[src/rtl/smbdac_pkg.sv]
`timescale 1ns/1ps
package smbdac_pkg;

  localparam logic [6:0] DEF_SLV_ADDR = 7'b1001000;
  localparam logic [7:0] PTR_CODE     = 8'h00;
  localparam logic [7:0] PTR_CTRL     = 8'h01;

  typedef enum logic [2:0] {
    LK_IDLE,
    LK_ADDR,
    LK_CMD,
    LK_WR,
    LK_TX,
    LK_SKIP
  } link_st_e;

endpackage

[src/rtl/smb_pin_sync.sv]
`timescale 1ns/1ps
module smb_pin_sync #(
  parameter int STAGES = 2
) (
  input  logic clk,
  input  logic rst_n,
  input  logic scl_i,
  input  logic sda_i,
  output logic scl_s,
  output logic sda_s,
  output logic scl_rise,
  output logic scl_fall,
  output logic start_evt,
  output logic stop_evt
);

  // one extra flop beyond the synchronizer keeps the previous sample
  localparam int W = STAGES + 1;

  logic [W-1:0] scl_q, sda_q, scl_d, sda_d;
  logic         scl_p, sda_p;

  always_comb begin
    scl_d = {scl_q[W-2:0], scl_i};
    sda_d = {sda_q[W-2:0], sda_i};
  end

  // idle bus is high on both lines
  always_ff @(posedge clk or negedge rst_n) begin
    if (!rst_n) begin
      scl_q <= '1;
      sda_q <= '1;
    end else begin
      scl_q <= scl_d;
      sda_q <= sda_d;
    end
  end

  assign scl_s = scl_q[W-2];
  assign sda_s = sda_q[W-2];
  assign scl_p = scl_q[W-1];
  assign sda_p = sda_q[W-1];

  assign scl_rise  =  scl_s & ~scl_p;
  assign scl_fall  = ~scl_s &  scl_p;
  assign start_evt =  scl_s &  scl_p &  sda_p & ~sda_s;
  assign stop_evt  =  scl_s &  scl_p & ~sda_p &  sda_s;

endmodule

[src/rtl/smb_link.sv]
`timescale 1ns/1ps
module smb_link
  import smbdac_pkg::*;
#(
  parameter logic [6:0] SLV_ADDR = DEF_SLV_ADDR
) (
  input  logic       clk,
  input  logic       rst_n,
  input  logic       scl_s,
  input  logic       sda_s,
  input  logic       scl_rise,
  input  logic       scl_fall,
  input  logic       start_evt,
  input  logic       stop_evt,
  input  logic [7:0] rd_byte,
  output logic [1:0] rd_idx,
  output logic [7:0] ptr,
  output logic [1:0] wr_idx,
  output logic [7:0] wr_byte,
  output logic       wr_stb,
  output logic       sda_oe
);

  localparam logic [3:0] NB_ACK_OPEN = 4'd8;
  localparam logic [3:0] NB_ACK_DONE = 4'd9;
  localparam logic [1:0] IDX_MAX     = 2'd2;

  link_st_e   st_q, st_d;
  logic [3:0] nbit_q, nbit_d;
  logic [7:0] rx_q, rx_d;
  logic [7:0] tx_q, tx_d;
  logic [7:0] ptr_q, ptr_d;
  logic [1:0] idx_q, idx_d;
  logic       mnack_q, mnack_d;
  logic       oe_q, oe_d;
  logic       addr_hit;
  logic [1:0] idx_inc;

  assign addr_hit = (rx_q[7:1] == SLV_ADDR);
  assign idx_inc  = (idx_q == IDX_MAX) ? idx_q : idx_q + 2'd1;
  // byte index the next transmitted byte will come from
  assign rd_idx   = (st_q == LK_TX) ? idx_inc : 2'd0;

  always_comb begin
    st_d    = st_q;
    nbit_d  = nbit_q;
    rx_d    = rx_q;
    tx_d    = tx_q;
    ptr_d   = ptr_q;
    idx_d   = idx_q;
    mnack_d = mnack_q;
    oe_d    = oe_q;
    wr_stb  = 1'b0;

    if (stop_evt) begin
      st_d   = LK_IDLE;
      nbit_d = '0;
      oe_d   = 1'b0;
    end else if (start_evt) begin
      st_d   = LK_ADDR;
      nbit_d = '0;
      oe_d   = 1'b0;
    end else if (st_q != LK_IDLE && st_q != LK_SKIP) begin
      if (scl_rise) begin
        if (nbit_q < NB_ACK_OPEN) begin
          rx_d   = {rx_q[6:0], sda_s};
          nbit_d = nbit_q + 4'd1;
        end else if (nbit_q == NB_ACK_OPEN) begin
          mnack_d = sda_s;
          nbit_d  = NB_ACK_DONE;
        end
      end else if (scl_fall) begin
        if (nbit_q == NB_ACK_OPEN) begin
          // ninth clock slot opens
          unique case (st_q)
            LK_ADDR: oe_d = addr_hit;
            LK_CMD:  oe_d = 1'b1;
            LK_WR: begin
              oe_d   = 1'b1;
              wr_stb = 1'b1;
            end
            default: oe_d = 1'b0;
          endcase
        end else if (nbit_q == NB_ACK_DONE) begin
          // ninth clock slot closes
          nbit_d = '0;
          oe_d   = 1'b0;
          unique case (st_q)
            LK_ADDR: begin
              if (!addr_hit) begin
                st_d = LK_SKIP;
              end else if (rx_q[0]) begin
                st_d  = LK_TX;
                idx_d = 2'd0;
                tx_d  = rd_byte;
                oe_d  = ~rd_byte[7];
              end else begin
                st_d = LK_CMD;
              end
            end
            LK_CMD: begin
              ptr_d = rx_q;
              idx_d = 2'd0;
              st_d  = LK_WR;
            end
            LK_WR: idx_d = idx_inc;
            LK_TX: begin
              if (!mnack_q) begin
                idx_d = idx_inc;
                tx_d  = rd_byte;
                oe_d  = ~rd_byte[7];
              end else begin
                st_d = LK_SKIP;
              end
            end
            default: st_d = st_q;
          endcase
        end else if (st_q == LK_TX) begin
          tx_d = {tx_q[6:0], 1'b0};
          oe_d = ~tx_q[6];
        end
      end
    end
  end

  always_ff @(posedge clk or negedge rst_n) begin
    if (!rst_n) begin
      st_q    <= LK_IDLE;
      nbit_q  <= '0;
      rx_q    <= '0;
      tx_q    <= '0;
      ptr_q   <= PTR_CODE;
      idx_q   <= '0;
      mnack_q <= 1'b1;
      oe_q    <= 1'b0;
    end else begin
      st_q    <= st_d;
      nbit_q  <= nbit_d;
      rx_q    <= rx_d;
      tx_q    <= tx_d;
      ptr_q   <= ptr_d;
      idx_q   <= idx_d;
      mnack_q <= mnack_d;
      oe_q    <= oe_d;
    end
  end

  assign ptr     = ptr_q;
  assign wr_idx  = idx_q;
  assign wr_byte = rx_q;
  assign sda_oe  = oe_q;

  // an acknowledge in the address phase implies the received address matched
  p_addr_ack_match_r1: assert property (@(posedge clk) disable iff (!rst_n)
    (st_q == LK_ADDR && nbit_q == NB_ACK_OPEN && oe_q) |-> (rx_q[7:1] == SLV_ADDR));

  // the line is released whenever the port is idle or not addressed
  p_quiet_when_unselected_r10: assert property (@(posedge clk) disable iff (!rst_n)
    (st_q == LK_IDLE || st_q == LK_SKIP) |-> !oe_q);

  // the enable only moves while the synchronized clock line is low
  p_oe_moves_scl_low_r10: assert property (@(posedge clk) disable iff (!rst_n)
    !$stable(oe_q) |-> !scl_s);

  // after a master NACK on a sent byte nothing more is driven
  p_nack_releases_r12: assert property (@(posedge clk) disable iff (!rst_n)
    ($past(st_q) == LK_TX && st_q == LK_SKIP) |-> !oe_q);

endmodule

[src/rtl/dac_regs.sv]
`timescale 1ns/1ps
module dac_regs
  import smbdac_pkg::*;
#(
  parameter int CODE_W = 10
) (
  input  logic              clk,
  input  logic              rst_n,
  input  logic              wr_stb,
  input  logic [7:0]        ptr,
  input  logic [1:0]        wr_idx,
  input  logic [7:0]        wr_byte,
  input  logic [1:0]        rd_idx,
  output logic [7:0]        rd_byte,
  output logic [CODE_W-1:0] dac_code,
  output logic              standby
);

  // high byte carries the top eight code bits, the rest ride at the top of byte two
  localparam int LO_W  = CODE_W - 8;
  localparam int PAD_W = 8 - LO_W;

  logic [7:0]        stage_q, stage_d;
  logic [CODE_W-1:0] code_q, code_d;
  logic              stby_q, stby_d;
  logic              sel_code, sel_ctrl;

  assign sel_code = (ptr == PTR_CODE);
  assign sel_ctrl = (ptr == PTR_CTRL);

  always_comb begin
    stage_d = stage_q;
    code_d  = code_q;
    stby_d  = stby_q;
    if (wr_stb) begin
      if (sel_code && wr_idx == 2'd0) stage_d = wr_byte;
      if (sel_code && wr_idx == 2'd1) code_d  = {stage_q, wr_byte[7:PAD_W]};
      if (sel_ctrl && wr_idx == 2'd0) stby_d  = wr_byte[0];
    end
  end

  always_ff @(posedge clk or negedge rst_n) begin
    if (!rst_n) begin
      stage_q <= '0;
      code_q  <= '0;
      stby_q  <= 1'b0;
    end else begin
      stage_q <= stage_d;
      code_q  <= code_d;
      stby_q  <= stby_d;
    end
  end

  always_comb begin
    rd_byte = 8'h00;
    if (sel_code && rd_idx == 2'd0) rd_byte = code_q[CODE_W-1:LO_W];
    if (sel_code && rd_idx == 2'd1) rd_byte = {code_q[LO_W-1:0], {PAD_W{1'b0}}};
    if (sel_ctrl && rd_idx == 2'd0) rd_byte = {7'd0, stby_q};
  end

  assign dac_code = code_q;
  assign standby  = stby_q;

  // the code only moves on a strobe for the second byte of a code write
  p_code_atomic_r2: assert property (@(posedge clk) disable iff (!rst_n)
    !$stable(code_q) |-> $past(wr_stb && ptr == PTR_CODE && wr_idx == 2'd1));

  // an unknown pointer leaves both registers alone
  p_unknown_ptr_inert_r7: assert property (@(posedge clk) disable iff (!rst_n)
    $past(!sel_code && !sel_ctrl) |-> ($stable(code_q) && $stable(stby_q)));

endmodule

[src/rtl/smb_dac_port.sv]
`timescale 1ns/1ps
module smb_dac_port
  import smbdac_pkg::*;
#(
  parameter int         CODE_W      = 10,
  parameter logic [6:0] SLV_ADDR    = DEF_SLV_ADDR,
  parameter int         SYNC_STAGES = 2
) (
  input  logic              clk,
  input  logic              rst_n,
  input  logic              scl_i,
  input  logic              sda_i,
  output logic              sda_oe,
  output logic [CODE_W-1:0] dac_code,
  output logic              standby
);

  logic [1:0] rst_sh;
  logic       rst_ln;
  logic       scl_s, sda_s, scl_rise, scl_fall, start_evt, stop_evt;
  logic [7:0] rd_byte, ptr, wr_byte;
  logic [1:0] rd_idx, wr_idx;
  logic       wr_stb;

  // reset asserts at once and leaves in step with the clock
  always_ff @(posedge clk or negedge rst_n) begin
    if (!rst_n) rst_sh <= 2'b00;
    else        rst_sh <= {rst_sh[0], 1'b1};
  end
  assign rst_ln = rst_sh[1];

  smb_pin_sync #(.STAGES(SYNC_STAGES)) u_sync (
    .clk       (clk),
    .rst_n     (rst_ln),
    .scl_i     (scl_i),
    .sda_i     (sda_i),
    .scl_s     (scl_s),
    .sda_s     (sda_s),
    .scl_rise  (scl_rise),
    .scl_fall  (scl_fall),
    .start_evt (start_evt),
    .stop_evt  (stop_evt)
  );

  smb_link #(.SLV_ADDR(SLV_ADDR)) u_link (
    .clk       (clk),
    .rst_n     (rst_ln),
    .scl_s     (scl_s),
    .sda_s     (sda_s),
    .scl_rise  (scl_rise),
    .scl_fall  (scl_fall),
    .start_evt (start_evt),
    .stop_evt  (stop_evt),
    .rd_byte   (rd_byte),
    .rd_idx    (rd_idx),
    .ptr       (ptr),
    .wr_idx    (wr_idx),
    .wr_byte   (wr_byte),
    .wr_stb    (wr_stb),
    .sda_oe    (sda_oe)
  );

  dac_regs #(.CODE_W(CODE_W)) u_regs (
    .clk      (clk),
    .rst_n    (rst_ln),
    .wr_stb   (wr_stb),
    .ptr      (ptr),
    .wr_idx   (wr_idx),
    .wr_byte  (wr_byte),
    .rd_idx   (rd_idx),
    .rd_byte  (rd_byte),
    .dac_code (dac_code),
    .standby  (standby)
  );

endmodule

[config.mk]
export PLATFORM = sky130hd
export DESIGN_NAME = smb_dac_port
export DESIGN_NICKNAME = d
export VERILOG_FILES = /design/src/rtl/smbdac_pkg.sv /design/src/rtl/smb_pin_sync.sv /design/src/rtl/smb_link.sv /design/src/rtl/dac_regs.sv /design/src/rtl/smb_dac_port.sv
export SDC_FILE = /design/constraint.sdc
export NUM_CORES = 1
export LEC_CHECK = 0
export ABC_CLOCK_PERIOD_IN_PS = 2200
export BUFFER_PORTS_ARGS = -buffer_cell sky130_fd_sc_hd__buf_2
export CAP_MARGIN = 0
export CELL_PAD_IN_SITES_DETAIL_PLACEMENT = 0
export CELL_PAD_IN_SITES_GLOBAL_PLACEMENT = 1
export CORE_AREA = 8 8 114 74
export CTS_CLUSTER_DIAMETER = 30
export CTS_CLUSTER_SIZE = 24
export DETAILED_ROUTE_END_ITERATION = 10
export DIE_AREA = 0 0 122 82
export MAX_ROUTING_LAYER = met4
export PLACE_DENSITY = 0.83
export SLEW_MARGIN = 20
export SYNTH_ARGS = -nofsm -noshare
export SYNTH_HDL_FRONTEND = slang
export SYNTH_SLANG_ARGS = --single-unit
[constraint.sdc]
create_clock -name clk -period 2.2 [get_ports clk]
set_input_delay 0.66 -clock clk [delete_from_list [all_inputs] [get_ports clk]]
set_output_delay 0.66 -clock clk [all_outputs]
set_load 0.05 [all_outputs]
==> summary.md <==
| Metric | Value |
|---|---|
| FF-to-FF Start | `u_sync.scl_q[2]$_DFF_PN1_` |
| Final net count | `321` |
| Core Box Area | `0.00688 mm²` |
| Synth Instances | `262` |
| CP Launch Point | `u_sync.scl_q[2]$_DFF_PN1_` |
| Fillers | `611` |
| Worst clock skew | `0.0127 ns` |
| Leak | `1.74 nW` |
| Initial core utilization | `0.450` |
| Chip height | `82 µm` |
| Sequential fraction of the synthesis area | `0.496` |
| Clock-pin slew on the worst setup and hold paths | `0.07 ns` |
| Num rows | `24` |
| Synthesized flop and latch total | `61` |
| Actual slew at the worst max-slew pin | `0.741 ns` |
| Pin count of the biggest net entering global routing | `60` |
| Vias | `2145` |
| Ys Warns | `0` |
| Final Hold Viols | `0` |
| Hold_buf cts | `0` |
| CP required | `2.43 ns` |
| Die Width | `122 µm` |
| WL/cell | `17.0 µm` |
| Number of flops mapped to enable cells by yosys | `0` |
| Asr flop ratio synth | `1.00` |
| Setup slack after layout | `0.0667 ns` |
| Antenna viol nets, final | `0` |
| Synthesis-to-finish area growth | `19.8%` |
| Outcome | `finished clean` |
| Synth Area per Inst | `11.8 µm²` |
| Clock Latency Late Sink | `0.35 ns` |
| Clk sinks | `61` |
| DP HPWL | `4860 µm` |
| DRC | `0` |
| First-pass GRT wire length | `10900 µm` |
| Clock root cell | `clkbuf_8` |
| Pwr dens | `621 mW/mm²` |
| Initial antenna violation count | `0` |
| Worst EP arrival | `2.37 ns` |
| Syn Nets | `275` |
| Placer's final routability congestion estimate | `0.903` |
| Cell area after synthesis | `0.00310 mm²` |
| Grt ovf | `0` |
| Worst VDD drop | `0.000445 V` |
| Startpoint Class | `flip-flop` |
| Port-buffer cells | `15` |
| Post-Place Worst Slack | `0.0534 ns` |
| Max-Cap Viols | `0` |
| Setup violators final | `0` |
| Fin crit period | `2.13 ns` |
| TritonCTS buffer count | `9` |
| CTS HTree Levels | `3` |
| CP Class | `reg2reg` |
| Most used flip-flop cell after synthesis | `dfrtp_1` |
| Fmax | `469 MHz` |
| Worst R2R Setup Slack | `0.07 ns` |
| Worst Path Max Fanout | `8` |
| Diode count | `0` |
| Vias in the first global route | `2022` |
| Critical Path End | `u_link.ptr[0]$_DFFE_PN0P_` |
| Hold Crit Class | `in2async` |
| Drt total wl | `6860 µm` |
| CTS tree | `done` |
| Vias/cell | `5.31` |
| Max-slew headroom | `0.506` |
| Total track usage | `0.151` |
| Layout cell share with drive strength beyond 1 | `0.329` |
| DR pass1 iterations | `4` |
| Fin. max-slew vios | `0` |
| Crit share post-route | `0.970` |
| Max Buffers Root-to-Sink | `2` |
| Unique cell type count in the Yosys netlist | `57` |
| Iter 0 DRT Violations | `134` |
| Die ar. | `0.0100 mm²` |
| RSZ-0062 raised after global routing | `true` |
| Crit path capture type | `flip-flop` |
| R2R cell count | `8` |
| I/O Pins | `16` |
| Capturing point of the worst reg2reg path | `u_link.ptr[0]$_DFFE_PN0P_` |
| Tot Pwr | `2.30 mW` |
[flip-flops by register name, indices dropped and copies added (netlist names), 2 cells and up]
signal and flops:
rst_sh 2, u_link.ptr 8, u_regs.stage_q 8, u_sync.scl_q 3, u_link.st_q 3, u_regs.dac_code 10, u_link.nbit_q 4, u_sync.sda_q 3
u_link.tx_q 7, u_link.wr_byte 8, u_link.wr_idx 2
[layer usage]
layer,wire length [µm],global-route usage,part of all wire
met4,49,0.0441,0.0071
met1,3600,0.214,0.52
met5,0,-,0
met3,471,0.0652,0.069
met2,2740,0.185,0.40
[how the worst min path moves through the flow]
stage | to | cells after the start | slack (ns)
finish | rst_sh[1]$_DFF_PN0_ | 1 | 0.07
global route | rst_sh[1]$_DFF_PN0_ | 1 | 0.04
CTS | rst_sh[1]$_DFF_PN0_ | 1 | 0.05
detailed placement | rst_sh[1]$_DFF_PN0_ | 0 | 0.35
global placement | rst_sh[1]$_DFF_PN0_ | 0 | 0.34
floorplan | rst_sh[1]$_DFF_PN0_ | 0 | 0.33
[final cells by class]
type,instances,area (µm²),share of cell area
well taps,91,114,0.0307
clock buffers,11,141,0.0381
clock inverters,5,36.3,0.00978
multi-input cells,184,1540,0.416
inverters,11,41.3,0.0111
repair buffers,41,295,0.0796
flip-flops and latches,61,1540,0.414
[logic make-up (layout without fill, tap and decap cells)]
family / count (synthesis) / count (layout) / share of synthesized area
simple gates: 83 / 84 / 0.159
flops: 61 / 61 / 0.496
mux: 47 / 47 / 0.188
compound gates: 39 / 39 / 0.0813
buf+inv: 18 / 68 / 0.0267
fa+ha+maj: 9 / 9 / 0.0364
xor+xnor: 4 / 4 / 0.0113
other cells: 1 / 1 / 0.00121
[per-stage QoR]
step | util | cells | area [µm²] | hold WS [ns] | setup TNS (ns)
after floorplan | - | 262 | 3100 | 0.331 | 0
after detailed placement | 0.500 | 385 | 3440 | 0.346 | 0
after CTS | 0.526 | 401 | 3610 | 0.0470 | 0
final | 0.539 | 404 | 3710 | 0.0743 | 0
after global placement | 0.500 | 385 | 3440 | 0.341 | 0
after global routing | 0.539 | 404 | 3710 | 0.0440 | -0.00810
[synthesized netlist by cell type (all sizes together), types with 2 or more instances]
cell type,n,area [µm²]
a21oi,12,82.6
nor3,6,35.0
dfstp,7,184
mux2i,3,30.0
nand2,26,97.6
nor2,5,18.8
xnor2,2,17.5
or3b,3,26.3
nand2b,6,37.5
xor2,2,17.5
and3,3,18.8
nand3,9,50.1
nor2b,3,18.8
nand4,5,46.3
mux2,44,552
ha,9,113
or4b,2,23.8
inv,11,41.3
dfrtp,54,1350
or3,2,12.5
a31oi,3,18.8
and2,3,18.8
nor4b,2,17.5
nor3b,2,20.0
o21ai,15,75.1
buf,6,37.5
[where the power goes]
part | internal (mW) | switching (mW) | total, mW | leakage, nW
combinational | 0.0895 | 0.110 | 0.199 | 0.841
clock | 0.441 | 0.460 | 0.901 | 0.0820
sequential | 1.16 | 0.0452 | 1.20 | 0.818
total | 1.69 | 0.615 | 2.30 | 1.74
[worst max-delay path: stages, from the launching register on]
cell      delay, ns
dfstp_2        0.55
inv_1          0.04
ha_2           0.16
nand2b_4       0.14
a21oi_4        0.16
nand3_2        0.10
or3_4          0.42
buf_12         0.16
mux2_4         0.29
[placed cells by master, fill, tap and decap left out, drive strengths merged, types with 2 or more instances in the layout]
master,instances
or3,2
and2,3
mux2,44
dfrtp,54
nand4,6
nor2b,3
xor2,2
a21oi,12
inv,12
clkinvlp,3
nor4b,2
nor3,6
ha,9
buf,41
nand2b,6
nor2,5
o21ai,15
xnor2,2
a31oi,3
or4b,2
nor3b,2
or3b,3
and3,3
clkbuf,11
dfstp,7
mux2i,3
nand3,9
nand2,26
[repair_timing]
item / in CTS / in global routing
endpoints found under the setup margin: 0 / 21
setup buffers: 0 / 2
gates resized for setup: 0 / 15
No activity file was read; power rests on OpenSTA's default activity.
